File: config.mk
export PLATFORM = sky130hd
export DESIGN_NAME = irq_pending_ctrl
export DESIGN_NICKNAME = d
export VERILOG_FILES = /design/src/rtl/irq_pend_pkg.sv /design/src/rtl/irq_line_sync.sv /design/src/rtl/irq_mask_reg.sv /design/src/rtl/irq_pend_reg.sv /design/src/rtl/irq_pending_ctrl.sv
export SDC_FILE = /design/constraint.sdc
export NUM_CORES = 1
export LEC_CHECK = 0
export BUFFER_PORTS_ARGS = -buffer_cell sky130_fd_sc_hd__buf_2
export CAP_MARGIN = 20
export CORE_UTILIZATION = 47
export DETAILED_ROUTE_END_ITERATION = 10
export PLACE_DENSITY_LB_ADDON = 0.05
export SLEW_MARGIN = 20
export SYNTH_ARGS = -nofsm -noshare
export SYNTH_HDL_FRONTEND = slang
export SYNTH_SLANG_ARGS = --single-unit
export TNS_END_PERCENT = 10
File: constraint.sdc
create_clock -name clk -period 3.2 [get_ports clk]
set_clock_uncertainty 0.2 [all_clocks]
set_input_delay 0.64 -clock clk [delete_from_list [all_inputs] [get_ports clk]]
set_output_delay 0.64 -clock clk [all_outputs]
set_load 0.05 [all_outputs]
File: src/rtl/irq_pend_pkg.sv
package irq_pend_pkg;
   localparam int unsigned DEF_REG_W       = 16;
   localparam int unsigned DEF_NUM_USER    = 7;
   localparam int unsigned DEF_PF_BIT      = 15;
   localparam int unsigned DEF_SYNC_STAGES = 2;

   // mask of register positions that belong to user lines
   function automatic logic [DEF_REG_W-1:0] user_field(input int unsigned n);
      logic [DEF_REG_W-1:0] m;
      m = '0;
      for (int unsigned k = 0; k < DEF_REG_W; k++)
         if (k < n) m[k] = 1'b1;
      return m;
   endfunction
endpackage

File: src/rtl/irq_line_sync.sv
module irq_line_sync #(
   parameter int unsigned STAGES      = 2,
   parameter bit          DETECT_FALL = 1'b1
) (
   input  logic clk,
   input  logic rst_n,
   input  logic line_n,
   output logic level_n,
   output logic fall_o
);
   if (STAGES < 2) begin : g_bad_stages
      $error("irq_line_sync: STAGES must be at least 2");
   end

   logic [STAGES-1:0] chain;

   always_ff @(posedge clk or negedge rst_n) begin
      if (!rst_n) chain <= '1;
      else        chain <= {chain[STAGES-2:0], line_n};
   end

   assign level_n = chain[STAGES-1];

   if (DETECT_FALL) begin : g_fall
      logic prev_n;
      always_ff @(posedge clk or negedge rst_n) begin
         if (!rst_n) prev_n <= 1'b1;
         else        prev_n <= level_n;
      end
      assign fall_o = prev_n & ~level_n;

      // one event per transition
      assert_single_event_R2: assert property (@(posedge clk) disable iff (!rst_n)
         fall_o |=> !fall_o);
   end else begin : g_level
      assign fall_o = 1'b0;
   end
endmodule

File: src/rtl/irq_mask_reg.sv
module irq_mask_reg #(
   parameter int unsigned REG_W    = 16,
   parameter int unsigned NUM_USER = 7
) (
   input  logic             clk,
   input  logic             rst_n,
   input  logic             wr_en,
   input  logic [REG_W-1:0] wr_data,
   output logic [REG_W-1:0] mask_o
);
   localparam logic [REG_W-1:0] WR_FIELD = REG_W'((64'd1 << NUM_USER) - 64'd1);

   if (NUM_USER >= REG_W) begin : g_bad_width
      $error("irq_mask_reg: NUM_USER must be below REG_W");
   end

   logic [REG_W-1:0] mask_q;

   always_ff @(posedge clk or negedge rst_n) begin
      if (!rst_n)     mask_q <= '0;
      else if (wr_en) mask_q <= wr_data & WR_FIELD;
   end

   assign mask_o = mask_q;

   assert_mask_write_R3: assert property (@(posedge clk) disable iff (!rst_n)
      wr_en |=> (mask_o == ($past(wr_data) & WR_FIELD)));
   assert_mask_upper_zero_R3: assert property (@(posedge clk) disable iff (!rst_n)
      (mask_o & ~WR_FIELD) == '0);
endmodule

File: src/rtl/irq_pend_reg.sv
module irq_pend_reg #(
   parameter int unsigned REG_W    = 16,
   parameter int unsigned NUM_USER = 7,
   parameter int unsigned PF_BIT   = 15
) (
   input  logic                clk,
   input  logic                rst_n,
   input  logic [NUM_USER-1:0] set_user,
   input  logic                set_pf,
   input  logic                clr_en,
   input  logic [REG_W-1:0]    clr_data,
   output logic [REG_W-1:0]    pend_o
);
   if (PF_BIT >= REG_W || PF_BIT < NUM_USER) begin : g_bad_pf
      $error("irq_pend_reg: PF_BIT must lie above the user field and inside REG_W");
   end

   for (genvar i = 0; i < REG_W; i++) begin : g_bit
      if (i < NUM_USER) begin : g_user
         logic q;
         wire  clr_hit = clr_en & clr_data[i];
         always_ff @(posedge clk or negedge rst_n) begin
            if (!rst_n)           q <= 1'b0;
            else if (set_user[i]) q <= 1'b1;
            else if (clr_hit)     q <= 1'b0;
         end
         assign pend_o[i] = q;

         // a detected event always leaves the bit set
         assert_set_wins_R7: assert property (@(posedge clk) disable iff (!rst_n)
            set_user[i] |=> pend_o[i]);
         assert_clear_R6: assert property (@(posedge clk) disable iff (!rst_n)
            (clr_hit && !set_user[i]) |=> !pend_o[i]);
         assert_hold_R6: assert property (@(posedge clk) disable iff (!rst_n)
            (!clr_hit && !set_user[i]) |=> $stable(pend_o[i]));
      end else if (i == PF_BIT) begin : g_pf
         logic q;
         wire  clr_hit = clr_en & clr_data[i];
         always_ff @(posedge clk or negedge rst_n) begin
            if (!rst_n)       q <= 1'b0;
            else if (set_pf)  q <= 1'b1;
            else if (clr_hit) q <= 1'b0;
         end
         assign pend_o[i] = q;

         assert_pf_sticky_R5: assert property (@(posedge clk) disable iff (!rst_n)
            set_pf |=> pend_o[i]);
      end else begin : g_tie
         wire unused_clr = clr_data[i];
         assign pend_o[i] = 1'b0;

         assert_unused_zero_R8: assert property (@(posedge clk) disable iff (!rst_n)
            pend_o[i] == 1'b0);
      end
   end
endmodule

File: src/rtl/irq_pending_ctrl.sv
module irq_pending_ctrl
   import irq_pend_pkg::*;
#(
   parameter int unsigned REG_W       = DEF_REG_W,
   parameter int unsigned NUM_USER    = DEF_NUM_USER,
   parameter int unsigned PF_BIT      = DEF_PF_BIT,
   parameter int unsigned SYNC_STAGES = DEF_SYNC_STAGES
) (
   input  logic                clk,
   input  logic                rst_n,
   input  logic [NUM_USER-1:0] user_irq_n,
   input  logic                power_fail_n,
   input  logic                mask_wr_en,
   input  logic [REG_W-1:0]    mask_wr_data,
   input  logic                clr_en,
   input  logic [REG_W-1:0]    clr_data,
   output logic [REG_W-1:0]    pending_o,
   output logic [REG_W-1:0]    mask_o,
   output logic                irq_o
);
   localparam logic [REG_W-1:0] PF_ONLY = REG_W'(64'd1 << PF_BIT);

   if (NUM_USER == 0 || NUM_USER > 32) begin : g_bad_users
      $error("irq_pending_ctrl: NUM_USER out of range");
   end

   logic [NUM_USER-1:0] user_fall;
   logic [NUM_USER-1:0] user_lvl_unused;
   logic                pf_lvl_n;
   logic                pf_fall_unused;

   for (genvar l = 0; l < NUM_USER; l++) begin : g_user_sync
      irq_line_sync #(.STAGES(SYNC_STAGES), .DETECT_FALL(1'b1)) u_sync (
         .clk     (clk),
         .rst_n   (rst_n),
         .line_n  (user_irq_n[l]),
         .level_n (user_lvl_unused[l]),
         .fall_o  (user_fall[l])
      );
   end

   irq_line_sync #(.STAGES(SYNC_STAGES), .DETECT_FALL(1'b0)) u_pf_sync (
      .clk     (clk),
      .rst_n   (rst_n),
      .line_n  (power_fail_n),
      .level_n (pf_lvl_n),
      .fall_o  (pf_fall_unused)
   );

   irq_mask_reg #(.REG_W(REG_W), .NUM_USER(NUM_USER)) u_mask (
      .clk     (clk),
      .rst_n   (rst_n),
      .wr_en   (mask_wr_en),
      .wr_data (mask_wr_data),
      .mask_o  (mask_o)
   );

   irq_pend_reg #(.REG_W(REG_W), .NUM_USER(NUM_USER), .PF_BIT(PF_BIT)) u_pend (
      .clk      (clk),
      .rst_n    (rst_n),
      .set_user (user_fall),
      .set_pf   (~pf_lvl_n),
      .clr_en   (clr_en),
      .clr_data (clr_data),
      .pend_o   (pending_o)
   );

   logic [REG_W-1:0] live;
   assign live  = pending_o & (~mask_o | PF_ONLY);
   assign irq_o = |live;

   assert_pf_unmasked_R5: assert property (@(posedge clk) disable iff (!rst_n)
      pending_o[PF_BIT] |-> irq_o);
   assert_irq_raise_R4: assert property (@(posedge clk) disable iff (!rst_n)
      ((pending_o & ~mask_o) != '0) |-> irq_o);
   assert_irq_quiet_R4: assert property (@(posedge clk) disable iff (!rst_n)
      (((pending_o & ~mask_o) == '0) && !pending_o[PF_BIT]) |-> !irq_o);
   assert_pf_level_R5: assert property (@(posedge clk) disable iff (!rst_n)
      !pf_lvl_n |=> pending_o[PF_BIT]);
endmodule

==> summary.md <==
| Metric | Value |
|---|---|
| Worst hold path class | `reg2reg` |
| Worst vdd ir | `0.3278 mV` |
| Design area | `1640 um2` |
| Worst Setup End Kind | `primary output` |
| Pwr Density | `612.7 nW/um2` |
| IO Port Bufs | `42` |
| Die height | `57.81 um` |
| F_max | `419.9 MHz` |
| DP Area | `1577 um2` |
| Worst Hold Depth | `0` |
| Share of cells above drive strength 1 | `52.26%` |
| Core area | `2853 um2` |
| WP data required | `2.36 ns` |
| WHS Endpoint | `g_user_sync[1].u_sync.chain[1]` |
| Setup TNS | `0 ns` |
| Failing checks | `DRC` |
| RSZ-0062 raised after global routing | `no` |
| Utilization after layout | `57.50%` |
| Post-cts gate resize count | `0` |
| Crit path DAT | `1.54 ns` |
| Sink Count | `38` |
| Vias in the first global route | `770` |
| Max_cap viols | `0` |
| Synth-to-layout area growth | `12.05%` |
| Final wirelength | `2052 um` |
| Antenna Cells | `0` |
| Area of the multi-input gates | `314.1 um2` |
| Hold path start | `g_user_sync[1].u_sync.chain[0]` |
| Total CTS buffers | `5` |
| Dpl cells | `178` |
| Post-synthesis sequential area ratio | `66.92%` |
| Setup Fix Bufs, Post-CTS | `0` |
| Largest net degree at the start of global routing | `39` |
| Clk_lat worst skew | `0.34 ns` |
| Maximum fanout along the worst path | `3` |
| Post-route DRC | `6` |
| CTS H-Tree Depth | `2` |
| Fin. Hold Viols | `0` |
| Period minus WS final | `2.382 ns` |
| Total power | `1.005 mW` |
| First-pass GRT wire length | `3498 um` |
| Worst Reg-to-Reg Cells | `1` |
| Via count | `837` |
| Storage cell area | `979.7 um2` |
| Cell Count, Final, Fillers Out | `186` |
| Syn_area_per_cell | `12.62 um2` |
| Die area | `3342 um2` |
| Hold Slack | `0.1615 ns` |
| Commonest cells after routing, fill and taps aside | `buf_2, dfstp_2, nand2_1, conb_1, dfrtp_1` |
| Routed Antenna Nets | `0` |
| Status | `complete, but fails checks` |
| Detail Placement HPWL | `1441 um` |
| Worst r2r src | `u_mask.mask_o[5]` |
| Number of DRC markers in iteration 0 | `29` |
| CTS root buf | `clkbuf_4` |
| Filler Cell Count | `251` |
| Syn Std Cell Area | `1464 um2` |
| Crit share post-route | `74.43%` |
| DRT Pass-1 Iters | `10` |
| Initial antenna violation count | `0` |
| CP startpoint kind | `flop` |
| Slew margin rel. | `47.57%` |
| Synth Instances | `116` |
| Yosys cell types | `18` |
| Final nets | `198` |
| TritonCTS clock tree | `yes` |
| Clk buf depth | `2` |
| Ys Warns | `0` |
| Die X | `57.81 um` |
| Setup WS post-layout | `0.8182 ns` |
| Total gr overflow | `0` |
| Worst Tran Pin Value | `0.7864 ns` |
| Drt wl/cell | `11.03 um` |
| Setup violators final | `0` |
| Critical path class | `reg2out` |
| R2r endpoint | `u_mask.mask_o[5]` |
| Vias per cell | `4.500` |
| Flop2flop setup slack | `2.20 ns` |
| Boundary Pins | `77` |
| Starting Density | `51.32%` |
| Yosys reg bits | `38` |
| CTS Hold Bufs | `0` |
| Worst-path clk slew | `0.11 ns` |
| Max Transition Viols Final | `0` |
| Commonest non-fill, non-tap cell in the layout | `buf_2` |
| Placer Congestion | `0.7558` |
| Cell row count | `19` |
| Pre-CTS WS | `1.171 ns` |
| Leak Pwr | `0.8154 nW` |
| Overall routing resource usage | `14.82%` |
flip-flops by register name (all words and copies together), names as in the netlist:
name and count:
g_user_sync.u_sync.g_fall.prev_n 7, u_pf_sync.chain 2, u_pend.g_bit.g_pf.q 1, g_user_sync.u_sync.chain 14, u_pend.g_bit.g_user.q 7, u_mask.mask_o 7
layer usage:
| metal | vias up | global-route usage [%] | routed length (um) |
|---|---|---|---|
| met4 | 0 | 6.122 | 46 |
| li1 | 396 | - | - |
| met1 | 390 | 18.22 | 898 |
| met2 | 45 | 22.33 | 938 |
| met5 | - | 0 | 0 |
| met3 | 6 | 7.366 | 169 |
cells by family after synthesis:
group                  after synthesis  share of synthesized area [%]
DFF                                 38                          66.92
and+or+nand+nor                     25                          7.949
AOI/OAI and AO/OA                   11                          5.299
other                                1                         0.2562
muxes                                5                          3.846
buffers and inverters               36                          15.73
power by group:
group	total [mW]	leakage (nW)	internal, mW	switching [mW]
logic	0.201	0.368	0.0465	0.155
clock network	0.258	0.0343	0.106	0.153
registers	0.545	0.414	0.526	0.0195
total	1.01	0.815	0.678	0.327
layout make-up:
cell class | instances | share of cell area, %
clock buffers | 6 | 3.127
clock inverters | 2 | 0.7628
inverters | 9 | 2.060
multi-input cells | 58 | 19.15
flip-flops and latches | 38 | 59.73
well taps | 31 | 2.365
repair buffers | 42 | 12.81
Yosys cell counts:
library cell	instances	area share [%]
o21ai_0	5	1.7
nand4_1	1	0.43
nand2b_1	2	0.85
nor2b_1	2	0.85
clkbuf_1	1	0.26
nand2_1	19	4.9
buf_4	25	13
a21oi_1	1	0.34
dfstp_2	23	41
buf_2	1	0.34
dfrtp_1	15	26
inv_1	8	2.1
a2111oi_4	1	1.9
nor2b_4	1	0.94
mux2_2	5	3.8
conb_1	1	0.26
o21ai_1	4	1.4
inv_2	1	0.26
worst max-delay path: stages, from the launching register on:
cell and delay (ns):
dfrtp_1 0.40, nor2b_4 0.14, a2111oi_4 0.32, nand4_1 0.12, buf_2 0.23
worst max path at each step:
stage                                   from  endpoint  slack, ns
finish              u_pend.g_bit[5].g_user.q     irq_o       0.82
CTS                 u_pend.g_bit[5].g_user.q     irq_o       0.77
floorplan                   u_mask.mask_o[0]     irq_o       0.79
global placement    u_pend.g_bit[5].g_user.q     irq_o       1.17
global route        u_pend.g_bit[5].g_user.q     irq_o       0.68
detailed placement  u_pend.g_bit[5].g_user.q     irq_o       1.17
(Power assumes the default switching activity.)
